<file path="src/rtl/utx_pkg.sv">
// Shared types for the serial transmitter.
// Assumes nothing beyond being compiled before the modules that use it.
package utx_pkg;
    // Kind of frame currently occupying the line
    typedef enum logic [1:0] {
        FR_IDLE = 2'd0,
        FR_DATA = 2'd1,
        FR_BRK  = 2'd2,
        FR_PRE  = 2'd3
    } frame_e;
endpackage

</file>
<file path="src/rtl/utx_req_ctrl.sv">
// Request capture: holds the single-word buffer and the pending break and
// preamble requests. Assumes take_* pulses come from the sequencer at a
// frame boundary, and at most one of them is high in a cycle.
module utx_req_ctrl #(
    parameter int WIDE_W = 9
) (
    input  logic              clk,
    input  logic              rst_n,
    input  logic              wr_valid,
    input  logic [WIDE_W-1:0] wr_data,
    input  logic              send_brk,
    input  logic              tx_en,
    input  logic              active,
    input  logic              take_data,
    input  logic              take_brk,
    input  logic              take_pre,
    output logic              hold_full,
    output logic [WIDE_W-1:0] hold_data,
    output logic              brk_due,
    output logic              pre_due
);
    logic brk_q, en_q, brk_pend, pre_pend;

    // Holding register: a write fills it, and the sequencer empties it
    always_ff @(posedge clk) begin
        if (!rst_n) begin
            hold_full <= 1'b0;
            hold_data <= '0;
        end else if (wr_valid) begin
            hold_full <= 1'b1;
            hold_data <= wr_data;
        end else if (take_data) begin
            hold_full <= 1'b0;
        end
    end

    // Previous values of the control inputs, for edge detection
    always_ff @(posedge clk) begin
        if (!rst_n) begin
            brk_q <= 1'b0;
            en_q  <= 1'b0;
        end else begin
            brk_q <= send_brk;
            en_q  <= tx_en;
        end
    end

    // A rising break request stays pending until a break frame starts
    always_ff @(posedge clk) begin
        if (!rst_n)                  brk_pend <= 1'b0;
        else if (take_brk)           brk_pend <= 1'b0;
        else if (send_brk && !brk_q) brk_pend <= 1'b1;
    end

    // A re-enable during a frame leaves one preamble pending
    always_ff @(posedge clk) begin
        if (!rst_n)                         pre_pend <= 1'b0;
        else if (take_pre)                  pre_pend <= 1'b0;
        else if (tx_en && !en_q && active)  pre_pend <= 1'b1;
    end

    assign brk_due = send_brk | brk_pend;
    assign pre_due = pre_pend;
endmodule

</file>
<file path="src/rtl/utx_frame_seq.sv">
// Frame sequencer: chooses the next frame at each boundary and sends it
// one bit per tick. Assumes bit_tick is a single-cycle pulse. The line value
// is decoded from registered state, so it changes only on tick edges.
module utx_frame_seq
    import utx_pkg::*;
#(
    parameter int NARROW_W  = 8,
    parameter int WIDE_W    = 9,
    parameter int LIN_EXTRA = 3
) (
    input  logic              clk,
    input  logic              rst_n,
    input  logic              bit_tick,
    input  logic              tx_en,
    input  logic              word9,
    input  logic              lin_mode,
    input  logic              brk_due,
    input  logic              pre_due,
    input  logic              hold_full,
    input  logic [WIDE_W-1:0] hold_data,
    output logic              txd_o,
    output logic              active,
    output logic              take_data,
    output logic              take_brk,
    output logic              take_pre,
    output logic              go_idle
);
    localparam int MAX_LOW = WIDE_W + 2 + LIN_EXTRA;
    localparam int CNT_W   = $clog2(MAX_LOW + 1);
    localparam logic [CNT_W-1:0] N_BITS = CNT_W'(NARROW_W);
    localparam logic [CNT_W-1:0] W_BITS = CNT_W'(WIDE_W);
    localparam logic [CNT_W-1:0] N_FR   = CNT_W'(NARROW_W + 2);
    localparam logic [CNT_W-1:0] W_FR   = CNT_W'(WIDE_W + 2);
    localparam logic [CNT_W-1:0] LX     = CNT_W'(LIN_EXTRA);

    frame_e            kind, nxt;
    logic [CNT_W-1:0]  cnt, lowlen, nbits, last;
    logic [WIDE_W-1:0] dat;
    logic              wide, boundary, step;

    // Frame geometry for the frame in progress
    always_comb begin
        nbits = wide ? W_BITS : N_BITS;
        last  = (kind == FR_BRK) ? lowlen : nbits + CNT_W'(1);
    end

    // Boundary decision: break first, then preamble, then data
    always_comb begin
        boundary = (kind == FR_IDLE) || (cnt == last);
        if (!tx_en)         nxt = FR_IDLE;
        else if (brk_due)   nxt = FR_BRK;
        else if (pre_due)   nxt = FR_PRE;
        else if (hold_full) nxt = FR_DATA;
        else                nxt = FR_IDLE;
        step      = bit_tick && boundary;
        take_brk  = step && (nxt == FR_BRK);
        take_pre  = step && (nxt == FR_PRE);
        take_data = step && (nxt == FR_DATA);
        go_idle   = step && (kind != FR_IDLE) && (nxt == FR_IDLE);
    end

    // Frame state: load at a boundary, advance one bit per tick otherwise
    always_ff @(posedge clk) begin
        if (!rst_n) begin
            kind   <= FR_IDLE;
            cnt    <= '0;
            dat    <= '0;
            wide   <= 1'b0;
            lowlen <= N_FR;
        end else if (step) begin
            kind   <= nxt;
            cnt    <= '0;
            wide   <= word9;
            lowlen <= (word9 ? W_FR : N_FR) + (lin_mode ? LX : '0);
            if (nxt == FR_DATA) dat <= hold_data;
        end else if (bit_tick && kind != FR_IDLE) begin
            cnt <= cnt + CNT_W'(1);
            if (kind == FR_DATA && cnt != '0) dat <= dat >> 1;
        end
    end

    // Line value from frame kind and bit position
    always_comb begin
        case (kind)
            FR_DATA: begin
                if (cnt == '0)          txd_o = 1'b0;
                else if (cnt <= nbits)  txd_o = dat[0];
                else                    txd_o = 1'b1;
            end
            FR_BRK:  txd_o = (cnt >= lowlen);
            default: txd_o = 1'b1;
        endcase
    end

    assign active = (kind != FR_IDLE);
endmodule

</file>
<file path="src/rtl/utx_status.sv">
// Status flags and interrupt request. Assumes go_idle is high only at the
// tick on which the last frame ends with nothing following it.
module utx_status (
    input  logic clk,
    input  logic rst_n,
    input  logic wr_valid,
    input  logic hold_full,
    input  logic go_idle,
    input  logic tdre_ie,
    input  logic tc_ie,
    output logic hold_empty,
    output logic tx_done,
    output logic irq
);
    // Complete flag: set when the line goes idle, cleared by a write
    always_ff @(posedge clk) begin
        if (!rst_n)                     tx_done <= 1'b1;
        else if (wr_valid)              tx_done <= 1'b0;
        else if (go_idle && !hold_full) tx_done <= 1'b1;
    end

    assign hold_empty = !hold_full;
    assign irq        = (hold_empty && tdre_ie) || (tx_done && tc_ie);
endmodule

</file>
<file path="src/rtl/uart_brk_tx.sv">
// Top level of the serial transmitter. Connects request capture, the frame
// sequencer and the status logic. Assumes an external bit-rate tick and a
// pad that uses txd_oe as its drive enable.
module uart_brk_tx #(
    parameter int NARROW_W  = 8,
    parameter int WIDE_W    = 9,
    parameter int LIN_EXTRA = 3
) (
    input  logic              clk,
    input  logic              rst_n,
    input  logic              bit_tick,
    input  logic              tx_en,
    input  logic              send_brk,
    input  logic              lin_mode,
    input  logic              word9,
    input  logic              wr_valid,
    input  logic [WIDE_W-1:0] wr_data,
    input  logic              tdre_ie,
    input  logic              tc_ie,
    output logic              txd,
    output logic              txd_oe,
    output logic              hold_empty,
    output logic              tx_done,
    output logic              irq
);
    logic              hold_full, brk_due, pre_due, active;
    logic              take_data, take_brk, take_pre, go_idle;
    logic [WIDE_W-1:0] hold_data;

    utx_req_ctrl #(.WIDE_W(WIDE_W)) u_req (
        .clk(clk), .rst_n(rst_n), .wr_valid(wr_valid), .wr_data(wr_data),
        .send_brk(send_brk), .tx_en(tx_en), .active(active),
        .take_data(take_data), .take_brk(take_brk), .take_pre(take_pre),
        .hold_full(hold_full), .hold_data(hold_data),
        .brk_due(brk_due), .pre_due(pre_due)
    );

    utx_frame_seq #(.NARROW_W(NARROW_W), .WIDE_W(WIDE_W), .LIN_EXTRA(LIN_EXTRA)) u_seq (
        .clk(clk), .rst_n(rst_n), .bit_tick(bit_tick), .tx_en(tx_en),
        .word9(word9), .lin_mode(lin_mode), .brk_due(brk_due),
        .pre_due(pre_due), .hold_full(hold_full), .hold_data(hold_data),
        .txd_o(txd), .active(active), .take_data(take_data),
        .take_brk(take_brk), .take_pre(take_pre), .go_idle(go_idle)
    );

    utx_status u_stat (
        .clk(clk), .rst_n(rst_n), .wr_valid(wr_valid), .hold_full(hold_full),
        .go_idle(go_idle), .tdre_ie(tdre_ie), .tc_ie(tc_ie),
        .hold_empty(hold_empty), .tx_done(tx_done), .irq(irq)
    );

    assign txd_oe = tx_en;
endmodule

</file>
<file path="config.mk">
export PLATFORM = sky130hd
export DESIGN_NAME = uart_brk_tx
export DESIGN_NICKNAME = d
export VERILOG_FILES = /design/src/rtl/utx_pkg.sv /design/src/rtl/utx_req_ctrl.sv /design/src/rtl/utx_frame_seq.sv /design/src/rtl/utx_status.sv /design/src/rtl/uart_brk_tx.sv
export SDC_FILE = /design/constraint.sdc
export NUM_CORES = 1
export LEC_CHECK = 0
export ABC_AREA = 1
export BUFFER_PORTS_ARGS = -buffer_cell sky130_fd_sc_hd__buf_4
export CAP_MARGIN = 15
export CORE_MARGIN = 2
export CORE_UTILIZATION = 60
export DETAILED_ROUTE_END_ITERATION = 6
export HOLD_SLACK_MARGIN = 0.05
export PLACE_DENSITY = 0.89
export SLEW_MARGIN = 20
export SYNTH_ARGS = -nofsm -noshare
export SYNTH_HDL_FRONTEND = slang
export SYNTH_HIERARCHICAL = 1
export SYNTH_SLANG_ARGS = --single-unit
</file>
<file path="constraint.sdc">
create_clock -name clk -period 4.9 [get_ports clk]
set_clock_uncertainty 0.15 [all_clocks]
set_input_delay 0.49 -clock clk [delete_from_list [all_inputs] [get_ports clk]]
set_output_delay 0.49 -clock clk [all_outputs]
set_load 0.03 [all_outputs]
</file>
==> results.cfg <==
[clocking]
postCtsSetupBuffers = 0
insertion_delay_ns = 0.35
cts.repair.resized = 0
clk_pin_slew_worst_paths_ns = 0.10
cts_buffers = 5
clock_path_buffers = 2
clock_sinks = 34
root_buffer = clkbuf_4
h-tree-depth = 2
hold_buffers = 0
cts_tree = yes

[critical_path]
crit_path_top_delay_cell = dfxtp_1
worstSetupPathType = reg2out
reg2regPathDepth = 13
max_stage_delay_ns = 0.38
path_max_fanout = 5
critPathArrivalTime_ns = 1.84
start_kind = flop
r2r_slack_ns = 2.86
worst_path_most_repeated_cell = inv_1
path_cells = inv_1, ha_1, inv_1, a21boi_0, o21a_1, o211ai_1, nand3_1, buf_4
cp-end-kind = primary output
cp_data_required_time_ns = 4.26

[yosys]
ys_warn_count = 6
synthArstFlopShare_pct = 0
synth.distinct_cells = 33
yosys_register_bits = 34
synth-edff-count = 0
synth_flop_cell = dfxtp_1
ys_seq_area_share_pct = 35.4
synth_cells = 271
syn_avg_cell_area_um2 = 7.09
synth_nets = 302
netlist_area_um2 = 1920

[route]
via_count = 1687
post_drt_wl_per_cell_um = 11.0
drt_first_pass_iters = 4
drt-vias-per-instance = 4.96
drtAntennaViolNets = 0
drc = 0
wirelength_um = 3740
drtIter0Drc = 69

[sta]
relSlewSlack_pct = 73.7
min_period_ns = 2.48
max_freq_ghz = 0.404
tightest_slew_ns = 0.393
maxSlewViolCount = 0
min_period_over_period_pct = 50.5
rsz0062_at_grt = false
tns_ns = 0
setup_violations = 0
hold_viol = 0

[power]
p_leak_uw = 0.00106
power.density_nw_per_um2 = 263
peakVddDrop_v = 0.000215
switchingPower_uw = 166
power_frac_seq_pct = 53.1
clkPwrFrac_pct = 29.4
comb_power_share_pct = 17.4
switching_share_pct = 29.3
p_int_uw = 399

[worst_hold_path]
holdPathStages = 3
hold_class = in2reg

[global_route]
track_usage_pct = 23.4
grt_antenna_before_repair = 0
grt_max_degree = 31
grt_overflow = 0
first_global_vias = 1533
grt_pass1_wl_um = 6330

[placed_design]
post-place-cells = 332
dpl.hpwl_um = 2700
place_area_um2 = 2090
gp_congestion = 1.00
port_buffers = 23

[die]
die_w_um = 60.6
die_y_um = 60.6
top_level_ports = 24
initial_utilization_pct = 63.0
dieArea_um2 = 3670
fp-row-count = 20
core-area_um2 = 3050

[final_layout]
final_area_um2 = 2150
finish.utilization_pct = 70.4
final_layout_size_suffix_gt1_share_pct = 17.6
nNetsFinal = 326
n_antenna_cell = 0
fin_cells = 340
synthToLayoutAreaGrowth_pct = 11.8

[run_status]
status = finished clean

[job]
cap_violations = 0
[logic make-up after synthesis]
group	Yosys count	synth area share [%]
flip-flops	34	35.4
XOR/XNOR	2	0.912
adder cells (fa/ha/maj)	12	7.81
AND/OR/NAND/NOR	144	35.2
buffers and inverters	50	11.8
AO/OA/AOI/OAI	29	8.79
[worst max-delay path: cells and delay by family, from the launching register on]
family,cells,cell delay (ns)
DFF,1,0.38
AOI/OAI and AO/OA,3,0.38
buffers and inverters,3,0.33
adders and majority gates,1,0.30
and+or+nand+nor,1,0.08
[per-layer routing]
layer | global-route usage [%] | wire (µm) | up-vias
met3 | 6.82 | 200 | 7
met1 | 29.3 | 1760 | 746
met5 | 0 | 0 | -
met4 | 10.9 | 71 | 0
met2 | 37.3 | 1710 | 47
li1 | - | - | 887
[synthesized netlist by cell type, types with 3 or more instances]
cell type | n | share of area [%]
inv_1 | 40 | 7.8
a21oi_1 | 7 | 1.8
ha_1 | 12 | 7.8
o21ai_0 | 8 | 2.1
inv_2 | 3 | 0.59
dfxtp_1 | 34 | 35
nand2_1 | 51 | 10
nand2_2 | 6 | 2.0
o21ai_1 | 6 | 1.6
nor3_1 | 4 | 1.0
nor2_1 | 50 | 9.8
nand3_1 | 23 | 6.0
[state kept, by name, summed over array words and instances (netlist names)]
| register | count |
|---|---|
| u_req/brk_pend | 1 |
| u_req/brk_q | 1 |
| u_req/en_q | 1 |
| u_req/hold_data | 9 |
| u_req/hold_full | 1 |
| u_req/pre_due | 1 |
| u_seq/cnt | 4 |
| u_seq/dat | 9 |
| u_seq/kind | 2 |
| u_seq/lowlen | 3 |
| u_seq/wide | 1 |
| u_stat/tx_done | 1 |
[cell usage in the layout (no fill, tap or decap), types with 2 or more instances in the layout]
cell type and count:
nand2_2 6, xor2_1 2, nand3_2 2, o21ai_0 8, a21oi_1 7, nor3_1 4
nor2_1 50, inv_1 40, nand2_8 2, inv_2 3, nand3_4 2, clkbuf_4 5
nand2_1 51, nand3_1 23, o21ai_1 6, buf_4 23, ha_1 12, dfxtp_1 34
[final timing paths]
kind,startpoint,end
setup / recovery,u_seq/cnt[0],txd
setup reg to reg,u_seq/kind[0],u_req/pre_due
hold reg to reg,u_req/brk_pend,u_req/brk_pend
hold / removal,send_brk,u_req/brk_q
[power by group through the flow]
stage	combinational (µW)	sequential (µW)	clock, µW
2_1_floorplan	72.5	305	0
3_3_place_gp	95.5	306	0
3_5_place_dp	97.9	307	0
4_1_cts	98.7	300	173
5_1_grt	111	302	180
6_report	98.5	300	166
[area by class of cell]
class,count,area [µm²]
multi-input cells,187,1010
flip-flops and latches,34,681
inverters,44,168
fillers,263,903
well taps,44,55.1
clock inverters,1,5.00
clock buffers,7,55.1
repair buffers,23,173
[through the flow]
stage               worst slack [ns]  hold slack (ns)  power, µW
finish                          2.42            0.173        565
detailed placement              2.79            0.309        405
floorplan                       2.86            0.279        378
global route                    2.28            0.178        593
CTS                             2.40            0.158        572
global placement                2.84            0.297        402
(Power assumes the default switching activity.)
